[src/rtl/mmcon_pkg.sv]
// Shared definitions for the keyboard/display controller.
// Assumes: four device registers, indexed in the order listed below.
package mmcon_pkg;
    localparam int unsigned N_REGS = 4;

    typedef enum int unsigned {
        RS_KSTAT = 0,
        RS_KDATA = 1,
        RS_DSTAT = 2,
        RS_DDATA = 3
    } reg_slot_e;
endpackage

[src/rtl/mmcon_decode.sv]
// Address decoder: compares the bus address against the four register
// addresses and flags any other address as ordinary memory.
// Assumes: the entries of MAP are distinct.
module mmcon_decode #(
    parameter int unsigned ADDR_W = 16,
    parameter logic [mmcon_pkg::N_REGS-1:0][ADDR_W-1:0] MAP = '0
) (
    input  logic [ADDR_W-1:0]             addr,
    output logic [mmcon_pkg::N_REGS-1:0]  hit,
    output logic                          mem_sel
);
    // One comparator for each device register.
    for (genvar k = 0; k < mmcon_pkg::N_REGS; k++) begin : g_cmp
        assign hit[k] = (addr == MAP[k]);
    end

    // Memory is the source whenever no device register matches.
    assign mem_sel = ~|hit;
endmodule

[src/rtl/mmcon_kbd.sv]
// Keyboard channel: captures one character at a time, locks input until the
// processor reads the data word, and marks dropped keystrokes as an overrun.
// Assumes: rd_data is a single-cycle strobe qualified by the address decode.
module mmcon_kbd #(
    parameter int unsigned CHAR_W = 8
) (
    input  logic              clk,
    input  logic              rst_n,
    input  logic              key_valid,
    input  logic [CHAR_W-1:0] key_char,
    input  logic              rd_data,
    input  logic              wr_stat,
    input  logic              ie_in,
    output logic              rdy,
    output logic              ie,
    output logic [CHAR_W-1:0] data,
    output logic              ovr,
    output logic              irq
);
    // Ready flag, held character and overrun: capture, clear on read, drop when full.
    always_ff @(posedge clk) begin
        if (!rst_n) begin
            rdy  <= 1'b0;
            data <= '0;
            ovr  <= 1'b0;
        end else if (!rdy) begin
            if (key_valid) begin
                data <= key_char;
                rdy  <= 1'b1;
            end
        end else begin
            if (key_valid) ovr <= 1'b1;
            if (rd_data)   rdy <= 1'b0;
        end
    end

    // Interrupt enable: the only field a store can change.
    always_ff @(posedge clk) begin
        if (!rst_n)       ie <= 1'b0;
        else if (wr_stat) ie <= ie_in;
    end

    assign irq = rdy & ie;

    p_kb_capture_r4: assert property (@(posedge clk) disable iff (!rst_n)
        key_valid && !rdy |=> rdy && data == $past(key_char));
    p_kb_read_clear_r5: assert property (@(posedge clk) disable iff (!rst_n)
        rd_data && rdy |=> !rdy);
    p_kb_drop_r6: assert property (@(posedge clk) disable iff (!rst_n)
        key_valid && rdy |=> $stable(data) && ovr);
    p_kb_ovr_sticky_r6: assert property (@(posedge clk) disable iff (!rst_n)
        ovr |=> ovr);
    p_kb_reset_r10: assert property (@(posedge clk)
        !rst_n |=> !rdy && !ie && !ovr && data == '0);
endmodule

[src/rtl/mmcon_disp.sv]
// Display channel: takes one character per store while ready, presents it to
// the sink until it is accepted, and ignores stores while busy.
// Assumes: wr_data is a single-cycle strobe qualified by the address decode.
module mmcon_disp #(
    parameter int unsigned CHAR_W = 8
) (
    input  logic              clk,
    input  logic              rst_n,
    input  logic              wr_data,
    input  logic [CHAR_W-1:0] wr_char,
    input  logic              wr_stat,
    input  logic              ie_in,
    input  logic              accept,
    output logic              rdy,
    output logic              ie,
    output logic [CHAR_W-1:0] data,
    output logic              valid,
    output logic              irq
);
    // Ready flag and held character: load while ready, release on accept.
    always_ff @(posedge clk) begin
        if (!rst_n) begin
            rdy  <= 1'b1;
            data <= '0;
        end else if (rdy) begin
            if (wr_data) begin
                data <= wr_char;
                rdy  <= 1'b0;
            end
        end else if (accept) begin
            rdy <= 1'b1;
        end
    end

    // Interrupt enable: the only field a store can change.
    always_ff @(posedge clk) begin
        if (!rst_n)       ie <= 1'b0;
        else if (wr_stat) ie <= ie_in;
    end

    assign valid = ~rdy;
    assign irq   = rdy & ie;

    p_dp_load_r7: assert property (@(posedge clk) disable iff (!rst_n)
        wr_data && rdy |=> !rdy && data == $past(wr_char));
    p_dp_ignore_r8: assert property (@(posedge clk) disable iff (!rst_n)
        wr_data && !rdy |=> $stable(data));
    p_dp_hold_r9: assert property (@(posedge clk) disable iff (!rst_n)
        !rdy && !accept |=> !rdy && $stable(data));
    p_dp_done_r9: assert property (@(posedge clk) disable iff (!rst_n)
        !rdy && accept |=> rdy);
    p_dp_reset_r10: assert property (@(posedge clk)
        !rst_n |=> rdy && !ie && data == '0);
endmodule

[src/rtl/mmcon_top.sv]
// Memory-mapped keyboard/display controller: decodes the bus address,
// qualifies the load and store strobes, and assembles the read word.
// Assumes: at most one of bus_rd and bus_wr is high in a cycle.
module mmcon_top #(
    parameter int unsigned ADDR_W = 16,
    parameter int unsigned DATA_W = 16,
    parameter int unsigned CHAR_W = 8,
    parameter logic [ADDR_W-1:0] KSTAT_ADDR = 16'hFE00,
    parameter logic [ADDR_W-1:0] KDATA_ADDR = 16'hFE02,
    parameter logic [ADDR_W-1:0] DSTAT_ADDR = 16'hFE04,
    parameter logic [ADDR_W-1:0] DDATA_ADDR = 16'hFE06
) (
    input  logic              clk,
    input  logic              rst_n,
    input  logic [ADDR_W-1:0] bus_addr,
    input  logic              bus_rd,
    input  logic              bus_wr,
    input  logic [DATA_W-1:0] bus_wdata,
    output logic [DATA_W-1:0] bus_rdata,
    output logic              mem_sel,
    input  logic              kbd_valid,
    input  logic [CHAR_W-1:0] kbd_char,
    output logic              kbd_overrun,
    output logic              disp_valid,
    output logic [CHAR_W-1:0] disp_char,
    input  logic              disp_accept,
    output logic              irq_kbd,
    output logic              irq_disp
);
    import mmcon_pkg::*;

    localparam int unsigned RDY_BIT = DATA_W - 1;
    localparam int unsigned IE_BIT  = DATA_W - 2;
    localparam logic [N_REGS-1:0][ADDR_W-1:0] MAP =
        {DDATA_ADDR, DSTAT_ADDR, KDATA_ADDR, KSTAT_ADDR};

    logic [N_REGS-1:0] hit;
    logic              k_rdy, k_ie, d_rdy, d_ie;
    logic [CHAR_W-1:0] k_data, d_data;
    logic              unused_wdata;

    assign unused_wdata = ^bus_wdata;

    mmcon_decode #(.ADDR_W(ADDR_W), .MAP(MAP)) u_dec (
        .addr    (bus_addr),
        .hit     (hit),
        .mem_sel (mem_sel)
    );

    mmcon_kbd #(.CHAR_W(CHAR_W)) u_kbd (
        .clk       (clk),
        .rst_n     (rst_n),
        .key_valid (kbd_valid),
        .key_char  (kbd_char),
        .rd_data   (bus_rd & hit[RS_KDATA]),
        .wr_stat   (bus_wr & hit[RS_KSTAT]),
        .ie_in     (bus_wdata[IE_BIT]),
        .rdy       (k_rdy),
        .ie        (k_ie),
        .data      (k_data),
        .ovr       (kbd_overrun),
        .irq       (irq_kbd)
    );

    mmcon_disp #(.CHAR_W(CHAR_W)) u_disp (
        .clk     (clk),
        .rst_n   (rst_n),
        .wr_data (bus_wr & hit[RS_DDATA]),
        .wr_char (bus_wdata[CHAR_W-1:0]),
        .wr_stat (bus_wr & hit[RS_DSTAT]),
        .ie_in   (bus_wdata[IE_BIT]),
        .accept  (disp_accept),
        .rdy     (d_rdy),
        .ie      (d_ie),
        .data    (d_data),
        .valid   (disp_valid),
        .irq     (irq_disp)
    );

    assign disp_char = d_data;

    // Read word: status flags in the top two bits, characters zero-extended.
    always_comb begin
        bus_rdata = '0;
        if (hit[RS_KSTAT]) begin
            bus_rdata[RDY_BIT] = k_rdy;
            bus_rdata[IE_BIT]  = k_ie;
        end
        if (hit[RS_DSTAT]) begin
            bus_rdata[RDY_BIT] = d_rdy;
            bus_rdata[IE_BIT]  = d_ie;
        end
        if (hit[RS_KDATA]) bus_rdata[CHAR_W-1:0] = k_data;
        if (hit[RS_DDATA]) bus_rdata[CHAR_W-1:0] = d_data;
    end

    p_mem_rdata_r1: assert property (@(posedge clk) disable iff (!rst_n)
        mem_sel |-> bus_rdata == '0);
endmodule

[config.mk]
export PLATFORM = sky130hd
export DESIGN_NAME = mmcon_top
export DESIGN_NICKNAME = d
export VERILOG_FILES = /design/src/rtl/mmcon_pkg.sv /design/src/rtl/mmcon_decode.sv /design/src/rtl/mmcon_kbd.sv /design/src/rtl/mmcon_disp.sv /design/src/rtl/mmcon_top.sv
export SDC_FILE = /design/constraint.sdc
export NUM_CORES = 1
export LEC_CHECK = 0
export ABC_CLOCK_PERIOD_IN_PS = 1300
export BUFFER_PORTS_ARGS = -buffer_cell sky130_fd_sc_hd__buf_2
export CORE_MARGIN = 5
export CORE_UTILIZATION = 40
export CTS_CLUSTER_SIZE = 30
export DETAILED_ROUTE_END_ITERATION = 10
export PLACE_DENSITY = 0.77
export RECOVER_POWER = 50
export SLEW_MARGIN = 10
export SYNTH_ARGS = -nofsm -noshare
export SYNTH_HDL_FRONTEND = slang
export SYNTH_SLANG_ARGS = --single-unit
[constraint.sdc]
create_clock -name clk -period 1.3 [get_ports clk]
set_input_delay 0.065 -clock clk [delete_from_list [all_inputs] [get_ports clk]]
set_output_delay 0.065 -clock clk [all_outputs]
set_load 0.01 [all_outputs]
# Word level (Yosys, flattened, before mapping)

Index checks and enable logic that the tools add are counted.

Flip-flop bits (word level): 21
Input port bits: 46
Output and inout bits: 29
Word-level logic and storage cells: 34

Eq/ne operators: 4
Muxes and demuxes: 10
Bitwise logic cells: 8
Reductions and logical operators: 5

Operators by type and width:

| cell                                        | count |
|---|---|
| equality test 16 bit, second input constant | 4 |
| 2-to-1 mux 8 bit                            | 2 |
| AND 1 bit                                   | 6 |
| 2-to-1 mux 1 bit                            | 6 |
| AND reduction 2 bit                         | 3 |
| 2-to-1 mux 2 bit                            | 2 |
| OR reduction 4 bit                          | 1 |
| NOT 1 bit                                   | 2 |
| logical NOT 1 bit                           | 1 |

# Depth between registers and ports, before layout

Word-level depth: 4
Depth in mapped cells: 5
Gate-level depth less buffers: 4

# Modules after synthesis

Synthesis repeated with hierarchy kept, for this count alone.

Cell total of the unflattened synthesis: 135
Area, all modules: 1198.6 um2

Modules (own cells, without submodules):

| module       | times used | cells an instance | area each (um2) | sequential area each (um2) |
|---|---|---|---|---|
| mmcon_kbd    | 1          | 46                | 450.4           | 220.2 |
| mmcon_disp   | 1          | 46                | 437.9           | 200.2 |
| mmcon_top    | 1          | 30                | 206.4           | 0.0 |
| mmcon_decode | 1          | 13                | 103.8           | 0.0 |

# Worst setup path before layout

Ideal clock, no wire load.

Kind: input-to-reg
Start: input port bus_addr[5]
End: register u_disp.data[0]
Setup time: 72 ps
Arrival time: 1070 ps
Data required time: 1228 ps
Slack: 158 ps
Stages: 5
Path buffers: 1
Path through: nor4_4 -> nand4_2 -> nor3_2 -> buf_4 -> mux2i_1

Word-level cells in the longest chain between the ends: 3

RTL lines:

| element                              | line               | RTL |
|---|---|---|
| start, declared                      | mmcon_top.sv:15    | `input logic [ADDR_W-1:0] bus_addr,` |
| equality test 16 bit                 | mmcon_decode.sv:14 | `assign hit[k] = (addr == MAP[k]);` |
| AND 1 bit                            | mmcon_top.sv:68    | `.wr_data (bus_wr & hit[RS_DDATA]),` |
| AND reduction 2 bit (no source line) | --                 |  |
| end signal, assigned                 | mmcon_disp.sv:27   | `data <= wr_char;` |
| end, declared                        | mmcon_disp.sv:16   | `output logic [CHAR_W-1:0] data,` |

Every way passes these cells.
A chain may end at the register's enable or synchronous reset.

# Worst setup path after layout

Start: input port bus_addr[4]
End: output port bus_rdata[2]

Word-level cells in the longest chain between the ends: 3
Elaborated cells between the ends (all ways): 4
Classes of those cells: eq/ne: 2; mux: 2

RTL lines:

| element              | line               | RTL |
|---|---|---|
| equality test 16 bit | mmcon_decode.sv:14 |  |
| 2-to-1 mux 8 bit     | mmcon_top.sv:93    | `if (hit[RS_KDATA]) bus_rdata[CHAR_W-1:0] = k_data;` |
| 2-to-1 mux 8 bit (*) | mmcon_top.sv:94    | `if (hit[RS_DDATA]) bus_rdata[CHAR_W-1:0] = d_data;` |
| end, declared        | mmcon_top.sv:19    | `output logic [DATA_W-1:0] bus_rdata,` |

Every way passes the cells marked *; elsewhere a longest branch is shown, timed or not.

==> impl_metrics.yaml <==
logic_synthesis:
  synth_seq_cells: 21
  synth_cell_types: 26
  syn_area_um2: 1070
  yosysSeqAreaShare_pct: 39.3
  netlist_instances: 116
  syn_area_per_cell_um2: 9.22
  yosys_warnings: 0
worst_hold_path:
  hold_path_class: "in -> reg"
  hold_path_depth: 3
critical_path:
  cp.arrival_ns: 1.26
  path_class: "in -> out"
  critPathMaxFanout: 4
  r2r_cells: 4
  worstPathCellList: "buf_6, nor4_4, nand4_4, nor2_4, buf_4, a22o_1, buf_2"
  endpoint_kind: "output pin"
  crit_family: "simple AND/OR/NAND/NOR gates"
  cp-start-kind: "input pin"
  r2r_slack_ns: 0.12
  critical_path_required_ns: 1.24
  critPathMaxStageDelay_ns: 0.36
  cpMaxStageDelayCell: "nor4_4"
  cp.depth: 7
  worst-path-buf-inv: 3
global_routing:
  grt_max_degree: 31
  gr-total-overflow: 0
  grt_pass1_wl_mm: 4.98
  grtUsageTotal_pct: 17.2
  grt_pass1_vias: 1155
  antenna_found_initial: 0
route:
  drcViolationCount: 0
  detail_route.wl_per_cell_um: 14.1
  highest_layer: "met4"
  wl_met1_mm: 1.12
  vias: 1096
  drt_iter0_drc: 14
  routed_via_density: 4.98
  met3_length_um: 244
  ant_nets: 0
  wl_met2_mm: 1.66
  drt-total-wl_mm: 3.09
  drt_first_pass_iters: 4
cells_and_area:
  n_fill_cell: 234
  nets: 237
  regArea_um2: 420
  area_growth_pct: 46.4
  fin_util_pct: 62.1
  multi_input_area_um2: 614
  diodes: 0
  drive_above_1_share_pct: 38.9
  layout.cells.non_filler: 220
timing:
  setup_slack_ns: -0.0247
  rsz0062_at_grt: "yes"
  final-hold-violation-count: 0
  min_period_ns: 1.32
  drv_slew: 0
  period_share_pct: 102
  finalClockSkew_ns: 0.00755
  setup_violations: 6
  whs_ns: 0.0133
  max_freq_mhz: 755
place:
  dp_hpwl_mm: 2.38
  dp.cells: 209
  gp_congestion: 0.719
  port_buffers: 61
pwr:
  p_comb_share_pct: 15.5
  max-vdd-ir-drop_v: 0.000663
  switching_share_pct: 24.5
  seqPwrFrac_pct: 58.1
  power.share.clock_pct: 26.4
  power.switching_uw: 285
  power_density_nw_per_um2: 741
  internal_power_uw: 876
  leakagePower_nw: 0.732
die:
  start_util_pct: 42.4
  row_count: 18
  die_height_um: 61.7
  io_pins: 75
  die_area_um2: 3810
  die_x_um: 61.7
  coreArea_um2: 2520
run:
  cap_violations: 0
cts:
  insertion_delay_ns: 0.29
  cts_buffers: 3
  cts_buffer_depth: 2
  cts_tree: "done"
  cts_root_buffer: "clkbuf_4"
  clock_sinks: 21
  clkTransAtPathRegs_ns: 0.11
  h-tree-depth: 1
outcome:
  failed_checks: "setup timing"
  status: "finished, violations left"
-- path summary, 6_finish.rpt --
kind	start	end
max	bus_addr[4]	bus_rdata[2]
min	bus_wdata[6]	u_disp.data[6]$_SDFFE_PN0P_
max reg2reg	u_disp.rdy$_SDFF_PN1_	u_disp.data[4]$_SDFFE_PN0P_
min reg2reg	u_disp.data[6]$_SDFFE_PN0P_	u_disp.data[6]$_SDFFE_PN0P_
-- worst reg2reg max path, stage by stage, from the launching register on --
cell,delay (ns)
dfxtp_1,0.40
inv_1,0.09
nor3_2,0.22
buf_4,0.20
mux2i_1,0.20
-- cell usage after synthesis --
| library cell | instances | area, µm² |
|---|---|---|
| a31oi_1 | 1 | 6.26 |
| mux2i_1 | 19 | 190 |
| and4_1 | 1 | 8.76 |
| conb_1 | 1 | 3.75 |
| nand2_1 | 19 | 71.3 |
| nor3_2 | 1 | 10.0 |
| o211ai_1 | 1 | 7.51 |
| o21ai_0 | 2 | 10.0 |
| inv_1 | 2 | 7.51 |
| clkbuf_1 | 4 | 15.0 |
| nor2_2 | 2 | 12.5 |
| a21oi_1 | 1 | 5.00 |
| nor2_1 | 4 | 15.0 |
| and2_1 | 2 | 12.5 |
| nor2b_1 | 10 | 62.6 |
| nor3_1 | 1 | 5.00 |
| a22o_1 | 8 | 70.1 |
| and4b_1 | 1 | 10.0 |
| nor3b_1 | 2 | 15.0 |
| nor4_4 | 1 | 21.3 |
| buf_2 | 1 | 5.00 |
| nand4_2 | 1 | 12.5 |
| o31ai_1 | 1 | 7.51 |
| nand4_1 | 2 | 12.5 |
| dfxtp_1 | 21 | 420 |
| buf_4 | 7 | 52.6 |
-- cell type report --
type	instances	share of cell area [%]
inverter	2	0.479
multi-input combinational	86	39.2
clock buffer	4	1.68
sequential	21	26.8
timing repair buffer	77	29.4
tap	30	2.40
-- cell usage in the layout (no fill, tap or decap), types with 3 or more instances in the layout --
cell | Yosys | routed
buf_2 | 1 | 49
nor2_1 | 4 | 3
dfxtp_1 | 21 | 21
mux2i_1 | 19 | 19
a22o_1 | 8 | 8
buf_4 | 7 | 9
buf_6 | 0 | 6
clkbuf_4 | 0 | 3
nand2_1 | 19 | 19
clkbuf_1 | 4 | 9
dlygate4sd3_1 | 0 | 5
nor2b_1 | 10 | 10
conb_1 | 1 | 6
-- logic make-up after synthesis --
family          share of synthesized area, %
compound gates                          9.94
other cells                            0.351
simple gates                            25.1
flops                                   39.3
buf+inv                                 7.48
mux                                     17.8
-- routing by layer --
layer,vias to the layer above,track usage (%)
li1,543,-
met1,500,19.2
met2,45,31.2
met3,8,3.93
met4,0,7.27
met5,-,0
-- power by group through the flow --
stage          Clock, mW  Combinational (mW)  Sequential (mW)
5_1_grt            0.356               0.199            0.677
2_1_floorplan          0              0.0934            0.686
4_1_cts            0.317               0.175            0.674
3_3_place_gp           0               0.150            0.687
3_5_place_dp           0               0.158            0.689
6_report           0.306               0.180            0.674
-- through the flow --
stage	setup TNS (ns)	instance area, µm²	worst slack, ns	power (mW)
final	-0.0479	1570	-0.0247	1.16
after global placement	-0.136	1430	-0.0260	0.837
after floorplan	0	1090	0.158	0.780
after CTS	-0.197	1530	-0.0401	1.17
after global routing	-0.978	1570	-0.127	1.23
after detailed placement	-1.06	1430	-0.136	0.847
-- what timing repair did --
action                                 in CTS  in global routing
setup buffers                               1                  1
endpoints found under the hold margin       5                  0
pin swaps                                  10                  6
setup endpoints to repair                  10                  9
gates resized for setup                     4                  7
hold buffers                                5                  0
-- state kept, by name, indices dropped and copies added (netlist names) --
name,count
u_kbd.data,8
u_kbd.rdy,1
u_disp.rdy,1
u_kbd.ovr,1
u_disp.ie,1
u_disp.data,8
u_kbd.ie,1
(Power assumes the default switching activity.)
